**src/rtl/usec_pkg.sv**
```systemverilog
package usec_pkg;

    localparam int RATIO_FW = 8;
    localparam int WD_W     = 2 * RATIO_FW;
    localparam int RD_W     = 32;
    localparam int ACC_W    = RATIO_FW + 2;

    localparam logic [7:0] OFF_COUNT  = 8'h10;
    localparam logic [7:0] OFF_RATIO  = 8'h14;
    localparam logic [7:0] OFF_FREEZE = 8'h4c;

    typedef struct packed {
        logic [RATIO_FW-1:0] ticks_m1;   // bits [15:8]
        logic [RATIO_FW-1:0] cycles_m1;  // bits [7:0]
    } ratio_t;

    function automatic logic [ACC_W-1:0] plus_one(input logic [RATIO_FW-1:0] v);
        return {{(ACC_W-RATIO_FW){1'b0}}, v} + ACC_W'(1);
    endfunction

endpackage

```
**src/rtl/usec_regs.sv**
```systemverilog
module usec_regs
    import usec_pkg::*;
#(
    parameter int          CNT_W       = 32,
    parameter int          ADDR_W      = 8,
    parameter logic [15:0] RESET_RATIO = 16'h000b
) (
    input  logic              clk,
    input  logic              rst,
    input  logic              wr_en,
    input  logic [ADDR_W-1:0] addr,
    input  logic [WD_W-1:0]   wdata,
    input  logic [CNT_W-1:0]  count,
    output ratio_t            ratio,
    output logic              freeze,
    output logic              ratio_wr,
    output logic [RD_W-1:0]   rdata
);

    localparam logic [ADDR_W-1:0] A_COUNT  = ADDR_W'(OFF_COUNT);
    localparam logic [ADDR_W-1:0] A_RATIO  = ADDR_W'(OFF_RATIO);
    localparam logic [ADDR_W-1:0] A_FREEZE = ADDR_W'(OFF_FREEZE);

    ratio_t ratio_q;
    logic   freeze_q;

    assign ratio_wr = wr_en && (addr == A_RATIO);

    always_ff @(posedge clk) begin
        if (rst) begin
            ratio_q  <= ratio_t'(RESET_RATIO);
            freeze_q <= 1'b0;
        end else begin
            if (ratio_wr)
                ratio_q <= ratio_t'(wdata);
            if (wr_en && (addr == A_FREEZE))
                freeze_q <= wdata[0];
        end
    end

    always_comb begin
        rdata = '0;
        unique case (addr)
            A_COUNT:  rdata[CNT_W-1:0] = count;
            A_RATIO:  rdata[WD_W-1:0]  = ratio_q;
            A_FREEZE: rdata[0]         = freeze_q;
            default:  rdata = '0;
        endcase
    end

    assign ratio  = ratio_q;
    assign freeze = freeze_q;

    assert_freeze_readback_R9: assert property (@(posedge clk) disable iff (rst)
        (wr_en && addr == A_FREEZE) |=> (freeze == $past(wdata[0])));

endmodule

```
**src/rtl/usec_frac_acc.sv**
```systemverilog
module usec_frac_acc
    import usec_pkg::*;
(
    input  logic   clk,
    input  logic   rst,
    input  ratio_t ratio,
    input  logic   ratio_wr,
    input  logic   freeze,
    output logic   step,
    output logic   tick
);

    logic [ACC_W-1:0] acc_q;
    logic [ACC_W-1:0] acc_d;
    logic [ACC_W-1:0] inc;
    logic [ACC_W-1:0] lim;
    logic [ACC_W-1:0] sum;
    logic             sat;
    logic             over;
    logic             run;
    logic             tick_q;

    always_comb begin
        inc  = plus_one(ratio.ticks_m1);
        lim  = plus_one(ratio.cycles_m1);
        sum  = acc_q + inc;
        sat  = ratio.ticks_m1 > ratio.cycles_m1;
        over = sat || (sum >= lim);
        run  = !freeze && !ratio_wr;
        step = run && over;

        if (ratio_wr)
            acc_d = '0;
        else if (freeze)
            acc_d = acc_q;
        else if (sat)
            acc_d = '0;
        else if (over)
            acc_d = sum - lim;
        else
            acc_d = sum;
    end

    always_ff @(posedge clk) begin
        if (rst) begin
            acc_q  <= '0;
            tick_q <= 1'b0;
        end else begin
            acc_q  <= acc_d;
            tick_q <= step;
        end
    end

    assign tick = tick_q;

    assert_acc_bound_R3: assert property (@(posedge clk) disable iff (rst)
        acc_q <= {{(ACC_W-RATIO_FW){1'b0}}, ratio.cycles_m1});
    assert_cfg_clears_R6: assert property (@(posedge clk) disable iff (rst)
        ratio_wr |=> (acc_q == '0));
    assert_freeze_no_tick_R9: assert property (@(posedge clk) disable iff (rst)
        freeze |=> !tick_q);
    assert_sat_every_edge_R5: assert property (@(posedge clk) disable iff (rst)
        (run && sat) |=> tick_q);

endmodule

```
**src/rtl/usec_counter.sv**
```systemverilog
module usec_counter #(
    parameter int CNT_W = 32
) (
    input  logic             clk,
    input  logic             rst,
    input  logic             step,
    output logic [CNT_W-1:0] count
);

    logic [CNT_W-1:0] count_q;

    always_ff @(posedge clk) begin
        if (rst)
            count_q <= '0;
        else if (step)
            count_q <= count_q + CNT_W'(1);
    end

    assign count = count_q;

endmodule

```
**src/rtl/usec_tick_gen.sv**
```systemverilog
module usec_tick_gen
    import usec_pkg::*;
#(
    parameter int          CNT_W       = 32,
    parameter int          ADDR_W      = 8,
    parameter logic [15:0] RESET_RATIO = 16'h000b
) (
    input  logic              clk,
    input  logic              rst,
    input  logic              reg_wr_en,
    input  logic [ADDR_W-1:0] reg_addr,
    input  logic [15:0]       reg_wdata,
    output logic [31:0]       reg_rdata,
    output logic              tick_o
);

    ratio_t           ratio;
    logic             freeze;
    logic             ratio_wr;
    logic             step;
    logic [CNT_W-1:0] count;

    usec_regs #(
        .CNT_W      (CNT_W),
        .ADDR_W     (ADDR_W),
        .RESET_RATIO(RESET_RATIO)
    ) u_regs (
        .clk     (clk),
        .rst     (rst),
        .wr_en   (reg_wr_en),
        .addr    (reg_addr),
        .wdata   (reg_wdata),
        .count   (count),
        .ratio   (ratio),
        .freeze  (freeze),
        .ratio_wr(ratio_wr),
        .rdata   (reg_rdata)
    );

    usec_frac_acc u_acc (
        .clk     (clk),
        .rst     (rst),
        .ratio   (ratio),
        .ratio_wr(ratio_wr),
        .freeze  (freeze),
        .step    (step),
        .tick    (tick_o)
    );

    usec_counter #(
        .CNT_W(CNT_W)
    ) u_cnt (
        .clk  (clk),
        .rst  (rst),
        .step (step),
        .count(count)
    );

    assert_count_on_tick_R7: assert property (@(posedge clk) disable iff (rst)
        tick_o |-> (count == $past(count) + CNT_W'(1)));
    assert_count_idle_R7: assert property (@(posedge clk) disable iff (rst)
        !tick_o |-> $stable(count));

endmodule

```
**config.mk**
```make
export PLATFORM = sky130hd
export DESIGN_NAME = usec_tick_gen
export DESIGN_NICKNAME = d
export VERILOG_FILES = /design/src/rtl/usec_pkg.sv /design/src/rtl/usec_regs.sv /design/src/rtl/usec_frac_acc.sv /design/src/rtl/usec_counter.sv /design/src/rtl/usec_tick_gen.sv
export SDC_FILE = /design/constraint.sdc
export NUM_CORES = 1
export LEC_CHECK = 0
export ABC_CLOCK_PERIOD_IN_PS = 7400
export BUFFER_PORTS_ARGS = -buffer_cell sky130_fd_sc_hd__buf_2
export CAP_MARGIN = 20
export CORE_MARGIN = 2
export CORE_UTILIZATION = 62
export DETAILED_ROUTE_END_ITERATION = 6
export PLACE_DENSITY_LB_ADDON = 0.2
export SLEW_MARGIN = 0
export SYNTH_ARGS = -nofsm -noshare
export SYNTH_HDL_FRONTEND = slang
export SYNTH_SLANG_ARGS = --single-unit
```
**constraint.sdc**
```tcl
create_clock -name clk -period 7.4 [get_ports clk]
set_input_delay 0 -clock clk [delete_from_list [all_inputs] [get_ports clk]]
set_output_delay 0 -clock clk [all_outputs]
set_load 0.01 [all_outputs]
```
==> results_dict.tcl <==
set metrics [dict create \
    die_h_um 87.0 \
    timing.final.crit_period_ps 4720 \
    grt_usage_pct 31.8 \
    crit_path_start_kind "register" \
    worst-slew-pin-transition_ps 980 \
    r2r_end "u_acc.acc_q[4]$_SDFFE_PP0N_" \
    die_w_um 87.0 \
    grt_max_degree 53 \
    cts-root-buf "clkbuf_8" \
    detail_route.wirelength_um 11600 \
    vias_per_cell 6.22 \
    timing.critical_path.fanout_max 20 \
    global_route.usage.met1_pct 43.5 \
    yosysWarnings 0 \
    cts_buffer_depth 2 \
    fin_total_pwr_mw 1.19 \
    grt-ovfl-total 0 \
    worst_path_arrival_ps 4940 \
    met2_track_demand_over_resource_in_global_routing_pct 50.0 \
    synth_top_area_share_pct 28.1 \
    tritoncts_clock_tree "yes" \
    ff2ff_path_depth 18 \
    regToRegSetupSlack_ps 2680 \
    post_cts_hold_buffer_count 16 \
    syn2layout_area_growth_pct 16.6 \
    synth_enable_flop_cells 0 \
    iteration_0_drc_markers 241 \
    synth_seq_area_share_pct 28.1 \
    top_usage_layer "met2" \
    worst-setup-path-type "reg2reg" \
    synth_commonest_cells "nand2_1, dfxtp_1, a21oi_1, nor2_1, ha_1" \
    syn_inst 531 \
    pin_count 60 \
    power-per-cell-area_nw_per_um2 239 \
    clkSlewWorstSetupHoldPaths_ps 60 \
    multi_input_area_um2 2870 \
    ys_top_cells_by_area "dfxtp_1, ha_1, mux2i_1, a21oi_1, nand2_1" \
    final_nets 660 \
    timing.hold.ws_ps 33.1 \
    crit_end_element "register" \
    start_util_pct 63.6 \
    max-slew-margin-rel_pct 34.7 \
    post_synth_top_flop "dfxtp_1" \
    r2r-start "u_regs.ratio[8]$_SDFFE_PP0P_" \
    syn_area_per_cell_um2 8.05 \
    maximum_achievable_frequency_mhz 212 \
    placementRows 30 \
    rsz_0062_raised_after_global_routing "no" \
    period_share_pct 63.8 \
    finalHoldViolCount 0 \
    final.setup_skew_ps 10.3 \
    place.detailed.instances 653 \
    mappedNetlistNets 590 \
    grt_util_met3_pct 7.11 \
    cts_num_sinks 60 \
    ratio_of_cells_with_drive_above_1_in_the_final_layout_pct 15.0 \
    avgRoutedWirePerCell_um 16.9 \
    postSynth.asyncResetShare_pct 0 \
    hold_path_startpoint "reg_wr_en" \
    final-seq-area_um2 1200 \
    hpwl_um 8120 \
    ir_worst_vdd_mv 0.153 \
    num_vias 4266 \
    placed_cell_area_um2 4580 \
    run_status "finished, final reports clean" \
    post-route-util_pct 74.2 \
    remaining_drc_errors 0 \
    core_area_um2 6720 \
    post-place-ws_ps 2490 \
    port_buffers 59 \
    cts_post_setup_buffers_inserted 0 \
    totalNegativeSetupSlack_ps 0 \
    ant_nets 0 \
    grt_pass1_wl_um 18900 \
    yosysMostFrequentCell "nand2_1" \
    cts_inserted_buffers 9 \
    timing.final.setup_violations 0 \
    clk_latency_ps 350 \
    worstHoldPathType "in2reg" \
    fill_cells 523 \
    drt-pass1-iter-count 5 \
    worst_hold_path.endpoint "u_regs.freeze$_SDFFE_PP0P_" \
    cts_resized 0 \
    postSynthRegisterBits 60 \
    final_area_um2 4980 \
    critPathRequiredTime_ps 7610 \
    yosys.cell_types.count 60 \
    maxCapViolCount 0 \
    floorplan.die_area_um2 7570 \
    cts-htree-levels 3 \
    antenna_violations_before_repair 0 \
    synth_top_area_cell "dfxtp_1" \
    timing.final.max_slew_violations 0 \
    syn-cell-area_um2 4270 \
    whs_path_depth 4 \
    instances_no_fill 686 \
    leakage_nw 2.01 \
    gp_congestion 0.999 \
    grt_pass1_vias 3937 \
    n_antenna_cell 0 \
    final_worst_setup_slack_ps 2680 \
]
-- power breakdown --
group          internal [mW]  total [mW]  switching (mW)
clock network          0.199       0.335           0.136
registers              0.353       0.375          0.0221
logic                  0.212       0.482           0.270
total                  0.764        1.19           0.428
-- cell usage in the layout (no fill, tap or decap), drive strengths merged, types with 2 or more instances in the layout --
cell type,Yosys,routed
a211oi,3,3
buf,7,62
or3,6,6
o31ai,20,20
nand4,11,11
clkbuf,11,12
nand3b,4,4
and4,5,5
nor2b,4,4
o211ai,3,3
or2,3,3
nor3,7,7
and2,17,17
nand4b,2,2
nand3,17,17
fa,2,2
and3,5,5
bufinv,0,2
xor2,5,5
inv,25,25
ha,30,30
dlygate4sd3,1,16
nor3b,2,2
o311ai,2,2
a21oi,55,55
o21ai,27,27
a21bo,2,2
a211o,4,4
dfxtp,60,60
nand2,64,64
or4,17,17
nor4,3,3
mux2i,28,28
nor2,38,38
xnor2,23,23
a31oi,3,3
a21o,4,4
-- registers in the layout (all words and copies together), names as in the netlist --
signal and cells:
u_acc.acc_q 10, u_acc.tick 1, u_cnt.count 32, u_regs.freeze 1, u_regs.ratio 16
-- worst max-delay path by stage --
stage                                       startpoint                      endpoint  slack (ps)  cells past startpoint
after floorplan           u_regs.ratio[9]$_SDFFE_PP0P_  u_cnt.count[29]$_SDFFE_PP0P_        3430                     19
after global placement    u_regs.ratio[9]$_SDFFE_PP0P_   u_acc.acc_q[7]$_SDFFE_PP0N_        2760                     17
after detailed placement  u_regs.ratio[9]$_SDFFE_PP0P_   u_acc.acc_q[6]$_SDFFE_PP0N_        2490                     17
after CTS                 u_regs.ratio[9]$_SDFFE_PP0P_   u_acc.acc_q[4]$_SDFFE_PP0N_        2410                     17
after global routing      u_regs.ratio[9]$_SDFFE_PP0P_   u_acc.acc_q[4]$_SDFFE_PP0N_        2370                     18
final                     u_regs.ratio[8]$_SDFFE_PP0P_   u_acc.acc_q[4]$_SDFFE_PP0N_        2680                     18
-- kinds of logic (layout without fill, tap and decap cells) --
family	after synthesis	count (layout)	share of synthesized area (%)
buffers and inverters	44	119	4.65
adders and majority gates	32	32	9.72
muxes	28	28	6.56
and+or+nand+nor	208	208	25.3
AOI/OAI and AO/OA	131	131	19.9
xor gates and xnor gates	28	28	5.74
DFF	60	60	28.1
-- cell type report --
| cell class | instances | share of cell area (%) |
|---|---|---|
| multi-input cells | 427 | 57.7 |
| flip-flops and latches | 60 | 24.1 |
| repair buffers | 78 | 9.99 |
| clock buffers | 12 | 2.91 |
| well taps | 80 | 2.01 |
| inverters | 25 | 1.88 |
| clock inverters | 4 | 1.46 |
-- metal layers --
layer	part of all wire, %	vias to the layer above
met3	6.5	24
met2	47	167
met4	2.2	0
li1	-	2076
met1	45	1999
met5	0	-
-- worst max-delay path, stage by stage, from the launching register on --
cell	delay, ps
dfxtp_1	430
ha_1	220
nand3_1	120
nor2_1	190
xor2_1	270
ha_1	340
a21o_1	230
or2b_1	270
o31a_4	140
xor2_1	230
ha_1	320
nand4_1	130
a21oi_1	70
o31ai_2	370
inv_1	210
nor3_4	480
buf_16	220
mux2i_1	230
o21ai_1	90
No activity file was read; power rests on OpenSTA's default activity.
